File: config.mk
export PLATFORM = sky130hd
export DESIGN_NAME = pktbuf_top
export DESIGN_NICKNAME = d
export VERILOG_FILES = /design/src/rtl/pktbuf_pkg.sv /design/src/rtl/pktbuf_fifo.sv /design/src/rtl/pktbuf_len_counter.sv /design/src/rtl/pktbuf_top.sv
export SDC_FILE = /design/constraint.sdc
export NUM_CORES = 1
export LEC_CHECK = 0
export BUFFER_PORTS_ARGS = -buffer_cell sky130_fd_sc_hd__buf_2
export CORE_MARGIN = 2
export CORE_UTILIZATION = 50
export CTS_CLUSTER_DIAMETER = 50
export DETAILED_ROUTE_END_ITERATION = 7
export GPL_TIMING_DRIVEN = 0
export PLACE_DENSITY = 0.7
export SETUP_SLACK_MARGIN = 0.1
export SYNTH_ARGS = -nofsm -noshare
export SYNTH_HDL_FRONTEND = slang
export SYNTH_SLANG_ARGS = --single-unit
File: constraint.sdc
create_clock -name clk -period 2.8 [get_ports clk]
set_input_delay 0.14 -clock clk [delete_from_list [all_inputs] [get_ports clk]]
set_output_delay 0.14 -clock clk [all_outputs]
set_load 0.01 [all_outputs]
File: src/rtl/pktbuf_pkg.sv
package pktbuf_pkg;

  // Ring index advance with wrap at the store depth.
  function automatic int unsigned ring_next(int unsigned idx, int unsigned depth);
    return (idx + 1 >= depth) ? 0 : idx + 1;
  endfunction

  // Occupancy after one cycle of optional insert and optional remove.
  function automatic int unsigned occ_next(int unsigned occ, logic put, logic take);
    return occ + (put ? 1 : 0) - (take ? 1 : 0);
  endfunction

  // Low watermark test: room for the host to refill.
  function automatic logic at_or_below(int unsigned lvl, int unsigned mark);
    return lvl <= mark;
  endfunction

  // High watermark test: enough held for the host to drain.
  function automatic logic at_or_above(int unsigned lvl, int unsigned mark);
    return lvl >= mark;
  endfunction

endpackage

File: src/rtl/pktbuf_fifo.sv
module pktbuf_fifo #(
  parameter int W     = 8,
  parameter int DEPTH = 16
) (
  input  logic                         clk,
  input  logic                         rst_n,
  input  logic                         flush,
  input  logic                         wr,
  input  logic [W-1:0]                 wdata,
  input  logic                         rd,
  output logic [W-1:0]                 rdata,
  output logic [$clog2(DEPTH+1)-1:0]   level,
  output logic                         empty,
  output logic                         full
);
  localparam int PTR_W = $clog2(DEPTH);
  localparam int CNT_W = $clog2(DEPTH+1);

  logic [W-1:0]     mem [DEPTH];
  logic [PTR_W-1:0] wr_ptr, rd_ptr;
  logic [CNT_W-1:0] count;

  // Named events for the assertions
  logic wr_ok, rd_ok;

  assign empty = (count == '0);
  assign full  = (count == CNT_W'(DEPTH));
  assign wr_ok = wr && !full && !flush;
  assign rd_ok = rd && !empty && !flush;
  assign rdata = mem[rd_ptr];
  assign level = count;

  always_ff @(posedge clk) begin
    if (wr_ok) mem[wr_ptr] <= wdata;
  end

  always_ff @(posedge clk or negedge rst_n) begin
    if (!rst_n) begin
      wr_ptr <= '0;
      rd_ptr <= '0;
      count  <= '0;
    end else if (flush) begin
      wr_ptr <= '0;
      rd_ptr <= '0;
      count  <= '0;
    end else begin
      if (wr_ok) wr_ptr <= PTR_W'(pktbuf_pkg::ring_next(32'(wr_ptr), DEPTH));
      if (rd_ok) rd_ptr <= PTR_W'(pktbuf_pkg::ring_next(32'(rd_ptr), DEPTH));
      count <= CNT_W'(pktbuf_pkg::occ_next(32'(count), wr_ok, rd_ok));
    end
  end

  // occupancy never passes the depth
  a_r3_level_bound: assert property (@(posedge clk) disable iff (!rst_n)
    count <= CNT_W'(DEPTH));

  // a write into a full store with no read leaves it full
  a_r3_full_hold: assert property (@(posedge clk) disable iff (!rst_n)
    (full && wr && !rd && !flush) |=> full);

  // flush empties in one cycle
  a_r11_flush_empties: assert property (@(posedge clk) disable iff (!rst_n)
    flush |=> empty);

  // a lone read drops occupancy by one
  a_r2_read_steps: assert property (@(posedge clk) disable iff (!rst_n)
    (rd_ok && !wr_ok) |=> (count == $past(count) - CNT_W'(1)));

endmodule

File: src/rtl/pktbuf_len_counter.sv
module pktbuf_len_counter #(
  parameter int LEN_W = 6
) (
  input  logic             clk,
  input  logic             rst_n,
  input  logic             clr,
  input  logic             step,
  input  logic [LEN_W-1:0] len,
  output logic             complete,
  output logic             last
);
  logic [LEN_W-1:0] cnt;

  assign complete = (cnt >= len);
  assign last     = step && !complete && (cnt + LEN_W'(1) == len);

  always_ff @(posedge clk or negedge rst_n) begin
    if (!rst_n)                    cnt <= '0;
    else if (clr)                  cnt <= '0;
    else if (step && !complete)    cnt <= cnt + LEN_W'(1);
  end

  // a complete count does not advance
  a_r4_count_frozen: assert property (@(posedge clk) disable iff (!rst_n)
    (complete && !clr) |=> (cnt == $past(cnt)));

  // clear restarts at zero
  a_r6_clear_zero: assert property (@(posedge clk) disable iff (!rst_n)
    clr |=> (cnt == '0));

endmodule

File: src/rtl/pktbuf_top.sv
module pktbuf_top #(
  parameter int W       = 8,
  parameter int DEPTH   = 16,
  parameter int MAX_LEN = 40,
  localparam int LEN_W  = $clog2(MAX_LEN+1),
  localparam int CNT_W  = $clog2(DEPTH+1)
) (
  input  logic             clk,
  input  logic             rst_n,
  input  logic [LEN_W-1:0] cfg_pkt_len,
  input  logic [CNT_W-1:0] cfg_tx_low_wm,
  input  logic [CNT_W-1:0] cfg_rx_high_wm,
  input  logic             tx_flush,
  input  logic             rx_flush,
  input  logic             host_ack,
  input  logic             host_wr_en,
  input  logic [W-1:0]     host_wr_data,
  input  logic             host_rd_en,
  output logic [W-1:0]     host_rd_data,
  output logic [CNT_W-1:0] tx_level,
  output logic [CNT_W-1:0] rx_level,
  input  logic             link_tx_pop,
  output logic             link_tx_valid,
  output logic [W-1:0]     link_tx_data,
  input  logic             link_rx_push,
  input  logic [W-1:0]     link_rx_data,
  output logic             irq_tx_space,
  output logic             irq_rx_data,
  output logic             irq_tx_done,
  output logic             irq_tx_underrun,
  output logic             irq_rx_overflow
);
  // Store status
  logic tx_empty, tx_full, rx_empty, rx_full;
  // Packet progress
  logic tx_complete, tx_last, rx_complete, rx_last;
  // Named events
  logic tx_pop_ok, tx_underrun_ev, rx_take, rx_store, rx_ovf_ev;
  logic tx_clr, rx_clr;

  assign tx_clr = tx_flush | host_ack;
  assign rx_clr = rx_flush | host_ack;

  assign tx_pop_ok      = link_tx_pop && !tx_empty && !tx_complete;
  assign tx_underrun_ev = link_tx_pop &&  tx_empty && !tx_complete;
  assign rx_take        = link_rx_push && !rx_complete;
  assign rx_store       = rx_take && !rx_full;
  assign rx_ovf_ev      = rx_take &&  rx_full;

  pktbuf_fifo #(.W(W), .DEPTH(DEPTH)) u_tx_store (
    .clk(clk), .rst_n(rst_n), .flush(tx_flush),
    .wr(host_wr_en), .wdata(host_wr_data),
    .rd(tx_pop_ok), .rdata(link_tx_data),
    .level(tx_level), .empty(tx_empty), .full(tx_full)
  );

  pktbuf_fifo #(.W(W), .DEPTH(DEPTH)) u_rx_store (
    .clk(clk), .rst_n(rst_n), .flush(rx_flush),
    .wr(rx_store), .wdata(link_rx_data),
    .rd(host_rd_en), .rdata(host_rd_data),
    .level(rx_level), .empty(rx_empty), .full(rx_full)
  );

  pktbuf_len_counter #(.LEN_W(LEN_W)) u_tx_count (
    .clk(clk), .rst_n(rst_n), .clr(tx_clr), .step(tx_pop_ok),
    .len(cfg_pkt_len), .complete(tx_complete), .last(tx_last)
  );

  pktbuf_len_counter #(.LEN_W(LEN_W)) u_rx_count (
    .clk(clk), .rst_n(rst_n), .clr(rx_clr), .step(rx_take),
    .len(cfg_pkt_len), .complete(rx_complete), .last(rx_last)
  );

  assign link_tx_valid = !tx_empty && !tx_complete;
  assign irq_tx_space  = pktbuf_pkg::at_or_below(32'(tx_level), 32'(cfg_tx_low_wm));
  assign irq_rx_data   = pktbuf_pkg::at_or_above(32'(rx_level), 32'(cfg_rx_high_wm));

  // Sticky flags: a clear in the same cycle takes priority
  always_ff @(posedge clk or negedge rst_n) begin
    if (!rst_n) begin
      irq_tx_done     <= 1'b0;
      irq_tx_underrun <= 1'b0;
      irq_rx_overflow <= 1'b0;
    end else begin
      if (tx_clr)              irq_tx_done <= 1'b0;
      else if (tx_last)        irq_tx_done <= 1'b1;
      if (tx_clr)              irq_tx_underrun <= 1'b0;
      else if (tx_underrun_ev) irq_tx_underrun <= 1'b1;
      if (rx_clr)              irq_rx_overflow <= 1'b0;
      else if (rx_ovf_ev)      irq_rx_overflow <= 1'b1;
    end
  end

  // the completing pop raises done on the next cycle
  a_r4_done_follows_last: assert property (@(posedge clk) disable iff (!rst_n)
    (tx_last && !tx_clr) |=> irq_tx_done);

  // no byte is offered once the packet is complete
  a_r4_no_valid_after: assert property (@(posedge clk) disable iff (!rst_n)
    irq_tx_done |-> !link_tx_valid);

  // underrun stays set until a clear
  a_r5_underrun_sticky: assert property (@(posedge clk) disable iff (!rst_n)
    (irq_tx_underrun && !tx_clr) |=> irq_tx_underrun);

  // a dropped push leaves the receive store full
  a_r8_overflow_keeps_full: assert property (@(posedge clk) disable iff (!rst_n)
    (rx_ovf_ev && !rx_clr && !host_rd_en) |=> (rx_level == CNT_W'(DEPTH) && irq_rx_overflow));

  // the last counted push completes the receive count
  a_r9_rx_last_completes: assert property (@(posedge clk) disable iff (!rst_n)
    (rx_last && !rx_clr) |=> rx_complete);

  // acknowledge clears every sticky flag
  a_r6_ack_clears: assert property (@(posedge clk) disable iff (!rst_n)
    host_ack |=> (!irq_tx_done && !irq_tx_underrun && !irq_rx_overflow));

endmodule

==> reports/qor.yml <==
cp_slowest_cell: "a2111oi_4"
min_path_cells: 1
routed_wl_um: 24800
track_usage_pct: 19.1
setup.worst_path.class: "reg -> reg"
fin_cells: 1236
syn_area_per_cell_um2: 17.6
hold_viol: 0
period_share_pct: 107
place_ws_ns: -0.554
drive_gt1_share_pct: 34.1
tightest_slew_ns: 0.985
worstPathRequired_ns: 3.24
critPathMaxStageDelay_ns: 0.43
worstPathCellList: "ha_1 -> and2_4 -> a2111oi_4 -> o21ai_4 -> nor2_4 -> ha_4 -> inv_2 -> ha_4 -> inv_2 -> fa_2 -> inv_2 -> a21oi_2 -> nor2_1 -> or3_1 -> a21oi_1"
rr_startpoint: "u_tx_count.cnt[4]"
grt_pass1_wl_um: 39000
crit_family: "compound AO/OA/AOI/OAI gates"
hold_class: "in -> reg"
rsz0062_at_grt: "true"
slew_violations: 0
port_buffers: 71
fmax_ghz: 0.333
arrival_ns: 3.44
crit_top_cell: "inv_2"
wl_per_cell_um: 20.1
routabilityCongestion: 0.773
dieArea_mm2: 0.0270
critPathLaunch: "u_tx_count.cnt[4]"
status: "finished, violations left"
r2r-end: "u_tx_store.level[4]"
ys.flop_type: "edfxtp_1"
cts-root-buf: "clkbuf_16"
synthTopCellsByArea: "edfxtp_1 (60%), mux4_2 (14%), dfrtp_1 (8.0%), ha_1 (4.5%), nor2_1 (1.3%)"
max-vdd-ir-drop_mv: 0.686
area_growth_pct: 20.3
rrSetupSlack_ns: -0.20
worstPathBufferInverterCount: 3
grt_pass1_vias: 6936
cts_num_sinks: 297
clockBufferDepth: 3
clk_latency_ns: 0.53
num_rows: 58
die_w_um: 164
critical_path.max_fanout: 5
violations: "negative setup slack"
grt_overflow: 0
initial_core_util_pct: 50.9
die_y_um: 164
coreArea_mm2: 0.0253
fin_skew_ns: 0.0159
setup_violations: 3
hpwl_um: 16800
holdCritStartpoint: "link_rx_data[3]"
startpoint_type: "register"
leakagePower_nw: 5.45
cts_tree: "built"
ys_ff_latch: 297
slew_headroom_pct: 34.3
synth_cells: 732
ios: 73
min_period_ns: 3.00
grt_max_degree: 42
synth_top_area_cell: "edfxtp_1"
synthDistinctLibCells: 53
drc: 0
initialDrtViolationCount: 483
antenna_found_initial: 0
num-nets-final: 969
p_per_area_mw_per_mm2: 775
synth_fp_nets: 821
r2r_cells: 15
maxCapViolCount: 0
synth_top_area_share_pct: 59.8
min_to: "u_rx_store.mem[15][3]"
h-tree-depth: 2
endpoint_kind: "register"
numCtsBuffers: 34
ys_seq_area_share_pct: 67.7
syn-cell-area_mm2: 0.0129
ant_nets: 0
async_flop_share_pct: 13.8
clk_pin_slew_worst_paths_ns: 0.06
dr.pass1.iters: 5
numPlacedInstances: 1137
synth_edf_count: 256
fin_ws_ns: -0.201
synth_warnings: 0
diodes: 0
vias: 6964
vias_per_cell: 5.63
[layout by cell type, fill, tap and decap left out, types with 4 or more instances in the layout]
master and n:
nand3_1 9, ha_4 7, clkbuf_16 34, o211ai_1 6
clkinv_1 5, clkbuf_4 6, edfxtp_1 256, or3_1 8
inv_2 5, nor2_2 6, and4_2 4, nor2_1 37
dfrtp_1 40, nand2_1 23, o21ai_0 13, clkbuf_1 17
a21oi_2 6, xor2_1 12, buf_4 23, ha_1 37
inv_1 33, a21oi_1 19, buf_12 6, xnor2_1 9
and2_1 4, inv_6 5, nor2b_1 4, dlygate4sd3_1 17
nand2b_1 5, clkinv_2 10, mux4_2 80, buf_2 70
nor4b_2 4, a21o_1 8, o21a_1 5
[cell type report]
class                   instances  area (µm²)
repair buffers                112         716
flip-flops and latches        297        8710
multi-input cells             365        4160
fillers                      1832        9780
well taps                     330         413
clock inverters                24         179
inverters                      39         149
plain buffers                  31         279
clock buffers                  38         866
[report_power, final]
part,switching [W],internal [W]
clock,0.00179,0.00229
sequential,0.000135,0.00495
combinational,0.00136,0.00148
[how the worst max path moves through the flow]
stage,endpoint,slack (ns),depth (start not counted)
after global placement,u_rx_store.mem[1][1],-1.15,7
after floorplan,u_rx_store.mem[0][0],-0.24,7
after CTS,u_tx_store.level[4],-0.15,15
after detailed placement,u_rx_store.level[4],-0.55,13
after global routing,u_tx_store.level[4],-0.32,15
final,u_tx_store.level[4],-0.20,15
[synthesized netlist by cell type, drive strengths merged (2+ instances only)]
cell / instances
o21a: 5
or2: 2
o41ai: 2
nor3b: 3
buf: 9
or4b: 2
dfrtp: 41
inv: 39
ha: 46
nor2: 44
fa: 2
nor2b: 4
and4: 7
mux2i: 3
mux4: 80
edfxtp: 256
a31oi: 2
xnor2: 9
o21ai: 15
xor2: 12
or3: 8
a21oi: 26
and2: 5
nor4: 2
nor4b: 5
clkbuf: 22
o2111ai: 2
o31ai: 2
nand2: 23
nor3: 5
o211ai: 6
nand2b: 7
nand3: 10
a21o: 8
and3: 5
[what timing repair did]
| item | CTS | global route |
|---|---|---|
| endpoints found under the setup margin | 180 | 257 |
| buffers inserted | 11 | 9 |
| pin swaps | 11 | 17 |
| resized for setup | 70 | 38 |
| hold buffers | 17 | 0 |
| endpoints found under the hold margin | 184 | 0 |
[logic make-up (layout without fill, tap and decap cells)]
group           Yosys count  after routing  synth area share [%]
flops                   297            297                  67.7
simple gates            136            136                  5.61
mux                      84             84                  14.3
compound gates           76             76                  3.97
buf+inv                  70            244                  2.15
fa+ha+maj                48             48                  4.79
xor+xnor                 21             21                  1.43
[stage by stage]
| step | hold WS (ns) | power [W] | TNS (ns) | instance area [µm²] | util [%] |
|---|---|---|---|---|---|
| finish | 0.0156 | 0.0120 | -0.395 | 15500 | 61.3 |
| global route | 0.00496 | 0.0126 | -0.864 | 15500 | 61.3 |
| global placement | 0.363 | 0.00752 | -49.86 | 13600 | 54.0 |
| floorplan | -0.156 | 0.00685 | -8.00 | 12900 | - |
| detailed placement | 0.366 | 0.00757 | -25.35 | 13700 | 54.3 |
| CTS | 0.000472 | 0.0119 | -0.341 | 15200 | 60.3 |
[state kept, by name (all words and copies together), names as in the netlist]
| signal | flops |
|---|---|
| u_rx_store.mem | 128 |
| u_tx_store.mem | 128 |
| u_rx_count.cnt | 6 |
| u_tx_count.cnt | 6 |
| u_rx_store.level | 5 |
| u_tx_store.level | 5 |
| u_rx_store.rd_ptr | 4 |
| u_rx_store.wr_ptr | 4 |
| u_tx_store.rd_ptr | 4 |
| u_tx_store.wr_ptr | 4 |
| irq_rx_overflow | 1 |
| irq_tx_done | 1 |
| irq_tx_underrun | 1 |
[per-layer routing]
metal	global-route usage (%)	wire [µm]	up-vias	part of all wire, %
li1	-	-	3189	-
met1	25.9	10500	3550	42
met2	32.3	12600	191	51
met3	3.29	1280	34	5.1
met4	5.02	436	0	1.8
met5	0	0	-	0
Power figures use the tool's default switching activity.
